<file path="config.mk">
export PLATFORM = sky130hd
export DESIGN_NAME = dip_hazard
export DESIGN_NICKNAME = d
export VERILOG_FILES = /design/src/rtl/dip_pkg.sv /design/src/rtl/dip_hazard.sv
export SDC_FILE = /design/constraint.sdc
export NUM_CORES = 1
export LEC_CHECK = 0
export CAP_MARGIN = 30
export CORE_MARGIN = 3
export CORE_UTILIZATION = 40
export DETAILED_ROUTE_END_ITERATION = 12
export DONT_BUFFER_PORTS = 1
export PLACE_DENSITY = 0.58
export SYNTH_ARGS = -nofsm -noshare
export SYNTH_HDL_FRONTEND = slang
export SYNTH_SLANG_ARGS = --single-unit
</file>
<file path="constraint.sdc">
create_clock -name vclk -period 2.3
set_input_delay 0.115 -clock vclk [all_inputs]
set_output_delay 0.115 -clock vclk [all_outputs]
set_load 0.005 [all_outputs]
</file>
<file path="src/rtl/dip_pkg.sv">
package dip_pkg;
  localparam int unsigned WORD_W = 32;
  localparam int unsigned REG_W  = 5;
  localparam int unsigned OPC_LSB = 26;
  localparam int unsigned RS_LSB  = 21;
  localparam int unsigned RT_LSB  = 16;
  localparam int unsigned RD_LSB  = 11;

  localparam logic [5:0] OP_RTYPE = 6'h00;
  localparam logic [5:0] OP_ADDI  = 6'h08;
  localparam logic [5:0] OP_BEQ   = 6'h04;
  localparam logic [5:0] OP_BNE   = 6'h05;
  localparam logic [5:0] OP_LW    = 6'h23;
  localparam logic [5:0] OP_SW    = 6'h2B;

  typedef enum logic [2:0] {CL_NONE, CL_ALU, CL_BR, CL_LD, CL_ST} cls_e;

  typedef struct packed {
    cls_e             cls;
    logic [REG_W-1:0] src_a;
    logic [REG_W-1:0] src_b;
    logic [REG_W-1:0] dst;
  } dec_t;

  function automatic logic on_mem(input cls_e c);
    return (c == CL_LD) || (c == CL_ST);
  endfunction

  function automatic logic reads_reg(input dec_t d, input logic [REG_W-1:0] r);
    return (r != '0) && ((d.src_a == r) || (d.src_b == r));
  endfunction
endpackage

</file>
<file path="src/rtl/dip_hazard.sv">
module dip_hazard
  import dip_pkg::*;
(
  input  dec_t             old_d,
  input  dec_t             yng_d,
  input  logic             ll_vld,
  input  logic [REG_W-1:0] ll_dst,
  output logic             stall,
  output logic             go_old,
  output logic             go_yng,
  output logic             split
);
  logic e_old, e_yng, lu_old, lu_yng;
  logic same_pipe, raw, waw, conflict;

  always_comb begin
    e_old     = (old_d.cls == CL_NONE);
    e_yng     = (yng_d.cls == CL_NONE);
    lu_old    = ll_vld && !e_old && reads_reg(old_d, ll_dst);
    lu_yng    = ll_vld && !e_yng && reads_reg(yng_d, ll_dst);
    same_pipe = (on_mem(old_d.cls) == on_mem(yng_d.cls));
    raw       = (old_d.dst != '0) && reads_reg(yng_d, old_d.dst);
    waw       = (old_d.dst != '0) && (old_d.dst == yng_d.dst);
    conflict  = same_pipe || raw || waw || lu_yng;
    stall     = e_old ? (!e_yng && lu_yng) : lu_old;
    go_old    = !e_old && !stall;
    go_yng    = !e_yng && !stall && (e_old || !conflict);
    split     = !e_old && !e_yng && !stall && conflict;
  end
endmodule

</file>
Word-level counts from Yosys, hierarchy flattened

Index checks and enable logic that the tools add are counted.

Latch bits: 0
Memories: 0
Bits in read-only memories: 0
Output and inout port bits: 4
Word-level logic and storage cells: 46
Flip-flop bits (word level): 0
Bits in writable memories: 0
Input port bits: 42

Bitwise operators: 0
Multipliers: 0
Add/subtract/negate cells: 0
Shifts and indexed selects: 0
$lt $le $gt $ge: 0
Equality and inequality tests: 12
Divide/modulo/power cells: 0
Multiplexer cells: 1
Reduce and logical (&&, ||, !) cells: 33

Operator list:

| cell                                          | number |
|---|---|
| == test 5 bit                                 | 7 |
| logical AND 1 bit                             | 16 |
| nonzero test 5 bit                            | 2 |
| logical OR 1 bit                              | 9 |
| == test 3 x 2 -> 1 bit, second input constant | 2 |
| == test 3 bit, second input constant          | 2 |
| zero test 3 bit                               | 2 |
| zero test 1 bit                               | 4 |
| == test 1 bit                                 | 1 |
| two-way mux 1 bit                             | 1 |

Depth between registers and ports, before layout

Gate-level depths: netlist of the first run.

Depth in word-level cells: 10
Gate-level depth with buffers: 6
Depth with buffers taken out: 5

Worst setup path before layout of the first run

Ideal clock, no wire load.

Kind: input port to output port
Start: input ll_dst[0]
End: output split
Buffers on the path: 1
Slack: 0.929 ns
Stages on the path: 6
Required time: 2.185 ns
Arrival time: 1.256 ns
Cell sequence: buf_2 xor2_1 nor3_2 a22oi_1 o32a_1 a211oi_2

Longest elaborated chain between the ends: 9
Elaborated cells on any way between the ends: 17
Classes of those cells: 4 x eq/ne; 1 x mux; 12 x reduce/logical

Ends and longest elaborated chain:

| element             | line             | source |
|---|---|---|
| start, declared     | dip_hazard.sv:7  | `input logic [REG_W-1:0] ll_dst,` |
| == test 5 bit       | dip_pkg.sv:30    | `return (r != '0) && ((d.src_a == r) \|\| (d.src_b == r));` |
| logical OR 1 bit    | dip_pkg.sv:30    |  |
| logical AND 1 bit   | dip_pkg.sv:30    |  |
| logical AND 1 bit   | dip_hazard.sv:20 | `lu_yng = ll_vld && !e_yng && reads_reg(yng_d, ll_dst);` |
| logical AND 1 bit   | dip_hazard.sv:25 | `stall = e_old ? (!e_yng && lu_yng) : lu_old;` |
| two-way mux 1 bit   | dip_hazard.sv:25 |  |
| zero test 1 bit     | dip_hazard.sv:28 | `split = !e_old && !e_yng && !stall && conflict;` |
| logical AND 1 bit   | dip_hazard.sv:28 |  |
| logical AND 1 bit * | dip_hazard.sv:28 |  |
| end, declared       | dip_hazard.sv:11 | `output logic split` |

Every way passes the cells marked *; elsewhere a longest branch is shown, timed or not.

Worst setup path in the final report of the first run

Start: input ll_dst[2]
End: output split

Same word-level chain as after synthesis.

==> qor.txt, run 1 <==
Top layer in use -> met4
# clk buffers -> 0
Pint -> 0.0541 mW
Vias post-DR -> 531
Pre-CTS setup slack -> 0.971 ns
Vias per cell -> 5.90
Initial DRC Count -> 9
PwrDens -> 163 mW/mm^2
Yosys top cell area share -> 0.346
Setup tns final -> 0 ns
Share of layout cells above drive strength 1 -> 0.0400
N_diodes -> 0
Synthesized Nets -> 122
Switching Fraction -> 0.415
Yosys cell types -> 21
Final setup viols -> 0
Post-CTS Hold Buffers -> 0
Compound-Gate Fraction of Synth Area -> 0.135
Max Clk Rate -> 763 MHz
Detailed Routing Iterations Pass 1 -> 4
Seq/Total Area, Yosys -> 0
GP Congestion -> 0.720
Nets -> 119
Synthesis Warnings -> 0
Vias in the first global route -> 519
WL met2 -> 607 um
Die W -> 44.1 um
LEAKAGE -> 0.186 nW
Hold crit path type -> in -> out
Area share of and/or/nand/nor cells after synthesis -> 0.269
Core Area -> 0.00133 mm^2
Starting Density -> 0.436
# resized after CTS -> 0
Total GRT Usage -> 0.132
Mapped Area -> 582 um^2
Commonest cells after routing, fill and taps aside -> xor2_1 (23), xnor2_1 (13), nor2_1 (7)
Post-CTS setup buffers -> 0
Largest net degree at the start of global routing -> 6
Worst-path fanout max -> 5
RSZ-0062 raised after global routing -> no
Met1 Routed Length -> 529 um
Startpoint types -> primary input
Outcome -> completed
Max Slew Vio Count -> 0
Hold Vio Cnt, Final -> 0
Yosys top cell by area -> xor2_1
Fin crit share -> 0.570
Routed Antenna Nets -> 0
Final core occ -> 0.427
Crit. Startpoint -> ll_dst[2]
Post-synthesis adder-cell area fraction -> 0
Maximum vdd drop -> 0.0000549 V
Sequential cell area -> 0 um^2
Setup crit end kind -> primary output
Main combinational cell family by area after synthesis -> XOR/XNOR gates
Max_cap viols -> 0
Setup ws final -> 0.989 ns
Sequential cell count -> 0
Worst-Margin Slew -> 0.424 ns
Critical path class -> in -> out
Die Y -> 44.1 um
Drt total wl -> 1310 um
Total gr overflow -> 0
Area delta synth->final -> -2.15%
Num ports -> 46
Wire length per cell after detailed routing -> 14.5 um
Reg power frac -> 0
Synth area leaders -> xor2_1 (35%), xnor2_1 (20%), nor3_1 (5.2%)
First-pass GRT wire length -> 2050 um
Worst path required time -> 2.18 ns
Clock power frac -> 0
Most common cell after layout, fill and taps aside -> xor2_1
Avg Cell Area, Syn -> 7.27 um^2
Post-synthesis cell count -> 80
Met3 wire len -> 152 um
Dpl hpwl -> 1200 um
Switching pwr -> 0.0384 mW
Overall power -> 0.0926 mW
Synth Area in XOR/XNOR -> 0.542
DRC -> 0
Slew HR -> 0.715
Crit path time final -> 1.31 ns
Die area -> 0.00195 mm^2
# rows -> 13
Port buffer count -> 0
Min-delay src -> ll_vld
Post-synthesis mux area share -> 0
Initial antenna violation count -> 0
CP arrival -> 1.20 ns
Comb power frac -> 1.000
-- per-layer routing --
layer  vias to the layer above  track usage
li1                        269            -
met1                       228        0.161
met5                         -            0
met2                        31        0.238
met4                         0       0.0181
met3                         3       0.0285
-- metrics by stage --
stage          hold slack (ns)  cells  instance area (um^2)
2_1_floorplan            0.386     80                   582
3_3_place_gp             0.409     90                   569
3_5_place_dp             0.414     90                   569
4_1_cts                  0.413     90                   569
5_1_grt                  0.434     90                   569
6_report                 0.406     90                   569
-- worst max-delay path, stage by stage --
cell      delay [ns]
xor2_1          0.15
nor3_2          0.18
a22oi_1         0.11
o32a_1          0.37
a211oi_2        0.26
-- power by group through the flow --
stage,clock [mW],sequential [mW],combinational (mW)
floorplan,0,0,0.0948
global placement,0,0,0.0926
detailed placement,0,0,0.0938
CTS,0,0,0.0944
global route,0,0,0.105
finish,0,0,0.0926
-- final timing paths --
| check | to | cells after the start |
|---|---|---|
| setup / recovery | split | 5 |
| hold / removal | stall | 2 |
-- cell type report --
class                      count  area (um^2)
fill                         159          764
multi-input combinational     75          551
tap                           15         18.8
-- cells in the mapped netlist --
library cell / instances
a211oi_2: 1
o22ai_1: 3
nand2b_1: 1
o32ai_1: 1
nand2_1: 4
nor2_1: 7
and4bb_1: 1
xnor2_1: 13
nand3b_1: 1
nor3_2: 2
buf_6: 1
or4_1: 1
a22oi_1: 2
or3_1: 1
nor3_1: 6
nand3_1: 5
o21ai_0: 1
o32a_1: 1
buf_2: 4
o221ai_1: 1
xor2_1: 23
-- cell families after synthesis --
family,count (synthesis)
XOR/XNOR,36
AND/OR/NAND/NOR,29
AO/OA/AOI/OAI,10
buffers and inverters,5
Note: power is estimated with default switching activity, not from simulation.
==> run 2: changes to the inputs <==
--- a/config.mk
+++ b/config.mk
@@ -5,12 +5,13 @@
 export SDC_FILE = /design/constraint.sdc
 export NUM_CORES = 1
 export LEC_CHECK = 0
+export ABC_AREA = 1
 export CAP_MARGIN = 30
 export CORE_MARGIN = 3
 export CORE_UTILIZATION = 40
 export DETAILED_ROUTE_END_ITERATION = 12
 export DONT_BUFFER_PORTS = 1
-export PLACE_DENSITY = 0.58
+export PLACE_DENSITY = 0.6
 export SYNTH_ARGS = -nofsm -noshare
 export SYNTH_HDL_FRONTEND = slang
 export SYNTH_SLANG_ARGS = --single-unit
==> constraint.sdc (replaced) <==
create_clock -name vclk -period 1.2
set_input_delay 0.06 -clock vclk [all_inputs]
set_output_delay 0.06 -clock vclk [all_outputs]
set_load 0.005 [all_outputs]
==> qor.txt, run 2 <==
CP arrival -> 0.90 ns (-0.30 ns)
Hold slack -> 0.314 ns (-0.0917 ns)
Vias in the first global route -> 631 (+22%)
Top cells by count, synth -> nand2_1 (36), nor2_1 (22), inv_1 (16), xor2_1 (15), nand3_1 (11)
Max Slew Vio Count -> 0 (unchanged)
Most common cell after layout, fill and taps aside -> nand2_1
Clock power frac -> 0 (unchanged)
Worst-path fanout max -> 3 (-2)
Startpoint types -> primary input
Avg Cell Area, Syn -> 5.41 um^2 (-26%)
Post-CTS Hold Buffers -> 0 (unchanged)
Initial DRC Count -> 10 (+1)
Final setup viols -> 0 (unchanged)
Outcome -> completed
RSZ-0062 raised after global routing -> no
Overall power -> 0.200 mW (+120%)
Top-count cell post-synth -> nand2_1
Area delta synth->final -> -1.55%
Switching pwr -> 0.101 mW (+160%)
Share of layout cells above drive strength 1 -> 0.115 (+0.0754)
Hold crit path type -> in -> out
Mapped Area -> 724 um^2 (+25%)
Yosys top cell by area -> nand2_1
Seq/Total Area, Yosys -> 0 (unchanged)
Synthesized Nets -> 176 (+44%)
Drt total wl -> 1580 um (+21%)
Slew HR -> 0.843 (+0.128)
Total GRT Usage -> 0.128 (-0.00355)
Num ports -> 46 (unchanged)
Initial antenna violation count -> 0 (unchanged)
Crit path time final -> 0.959 ns
DRC -> 0 (unchanged)
Die W -> 48.6 um (+10%)
Max_cap viols -> 0 (unchanged)
Setup crit end kind -> primary output
Yosys cell types -> 19 (-9.5%)
Vias per cell -> 4.53 (-23%)
Worst path required time -> 1.14 ns (-1.04 ns)
# clk buffers -> 0 (unchanged)
Core Area -> 0.00161 mm^2 (+21%)
N_diodes -> 0 (unchanged)
Hold Vio Cnt, Final -> 0 (unchanged)
Fin cells -> 154 (+71%)
Die Y -> 48.6 um (+10%)
Wire length per cell after detailed routing -> 10.3 um (-29%)
Min-Delay Endpoint -> go_old
Commonest cells after routing, fill and taps aside -> nand2_1 (36), nor2_1 (22), inv_1 (16)
Largest net degree at the start of global routing -> 8 (+2)
PwrDens -> 280 mW/mm^2 (+72%)
First-pass GRT wire length -> 2640 um (+29%)
Vias post-DR -> 698 (+31%)
# resized after CTS -> 0 (unchanged)
Dpl hpwl -> 1460 um (+21%)
Worst-Margin Slew -> 0.235 ns (-0.189 ns)
Switching Fraction -> 0.507 (+0.0922)
Sequential cell area -> 0 um^2 (unchanged)
Post-CTS setup buffers -> 0 (unchanged)
Critical path class -> in -> out
Routed Antenna Nets -> 0 (unchanged)
Detailed Routing Iterations Pass 1 -> 4 (unchanged)
Post-synthesis cell count -> 134 (+68%)
Comb power frac -> 1.000 (about the same)
Synth area leaders -> nand2_1 (19%), xor2_1 (18%), xnor2_1 (12%)
Die area -> 0.00236 mm^2 (+21%)
GP Congestion -> 0.776 (+7.7%)
Maximum vdd drop -> 0.000113 V (+110%)
LEAKAGE -> 0.403 nW (+120%)
Crit. Startpoint -> old_d[15]
DP Cell Count -> 154 (+71%)
Setup tns final -> 0 ns (unchanged)
Pint -> 0.0985 mW (+82%)
# rows -> 14 (+1)
Yosys top cell area share -> 0.187 (-0.160)
Reg power frac -> 0 (unchanged)
Total gr overflow -> 0 (unchanged)
Nets -> 174 (+46%)
Min-delay src -> old_d[17]
Hold Crit Depth -> 2 (unchanged)
Port buffer count -> 0 (unchanged)
Max Clk Rate -> 1040 MHz
Starting Density -> 0.450 (+0.0133)
Synthesis Warnings -> 0 (unchanged)
Sequential cell count -> 0 (unchanged)
Fin crit share -> 0.799
-- run 2: power by group through the flow --
stage | registers [mW] | logic, mW | clock network, mW
final | 0 | 0.200 | 0
after global routing | 0 | 0.232 | 0
after CTS | 0 | 0.202 | 0
after detailed placement | 0 | 0.201 | 0
after global placement | 0 | 0.198 | 0
after floorplan | 0 | 0.202 | 0
-- run 2: layout make-up --
class                      count  area [um^2]
fill                         198          898
inverter                      22         82.6
multi-input combinational    108          601
tap                           24         30.0
-- run 2: worst max-delay path by stage --
stage / endpoint / slack (ns) / cells after the start
after CTS: go_yng / 0.23 / 9
after global routing: go_yng / 0.06 / 9
after floorplan: go_yng / 0.31 / 8
final: go_yng / 0.24 / 9
after detailed placement: go_yng / 0.23 / 9
after global placement: go_yng / 0.28 / 9
-- run 2: kinds of logic (layout without fill, tap and decap cells) --
| group | after synthesis | in the layout | synth area share |
|---|---|---|---|
| AO/OA/AOI/OAI | 3 | 3 | 0.0259 |
| buffers and inverters | 26 | 22 | 0.171 |
| AND/OR/NAND/NOR | 80 | 80 | 0.501 |
| XOR/XNOR | 25 | 25 | 0.302 |
-- run 2: metrics by stage --
stage                     instance area, um^2  utilization  setup slack [ns]
final                                     713        0.443             0.241
after global routing                      713        0.443            0.0647
after CTS                                 713        0.443             0.228
after detailed placement                  713        0.443             0.230
after global placement                    713        0.443             0.279
after floorplan                           724            -             0.308
-- run 2: critical path, stage by stage --
cell and delay [ns]:
inv_1 0.03, nand2_1 0.06, nor2_1 0.20, inv_1 0.11, nand2_1 0.07, nor2_1 0.05, nand2_2 0.08, nand3_2 0.07
a21oi_1 0.18
-- run 2: metal layers --
layer,share of wire,vias up,GRT usage
met5,0,-,0
met4,0,0,0
met3,0.099,0,0.0337
met2,0.46,24,0.211
met1,0.44,280,0.178
li1,-,394,-
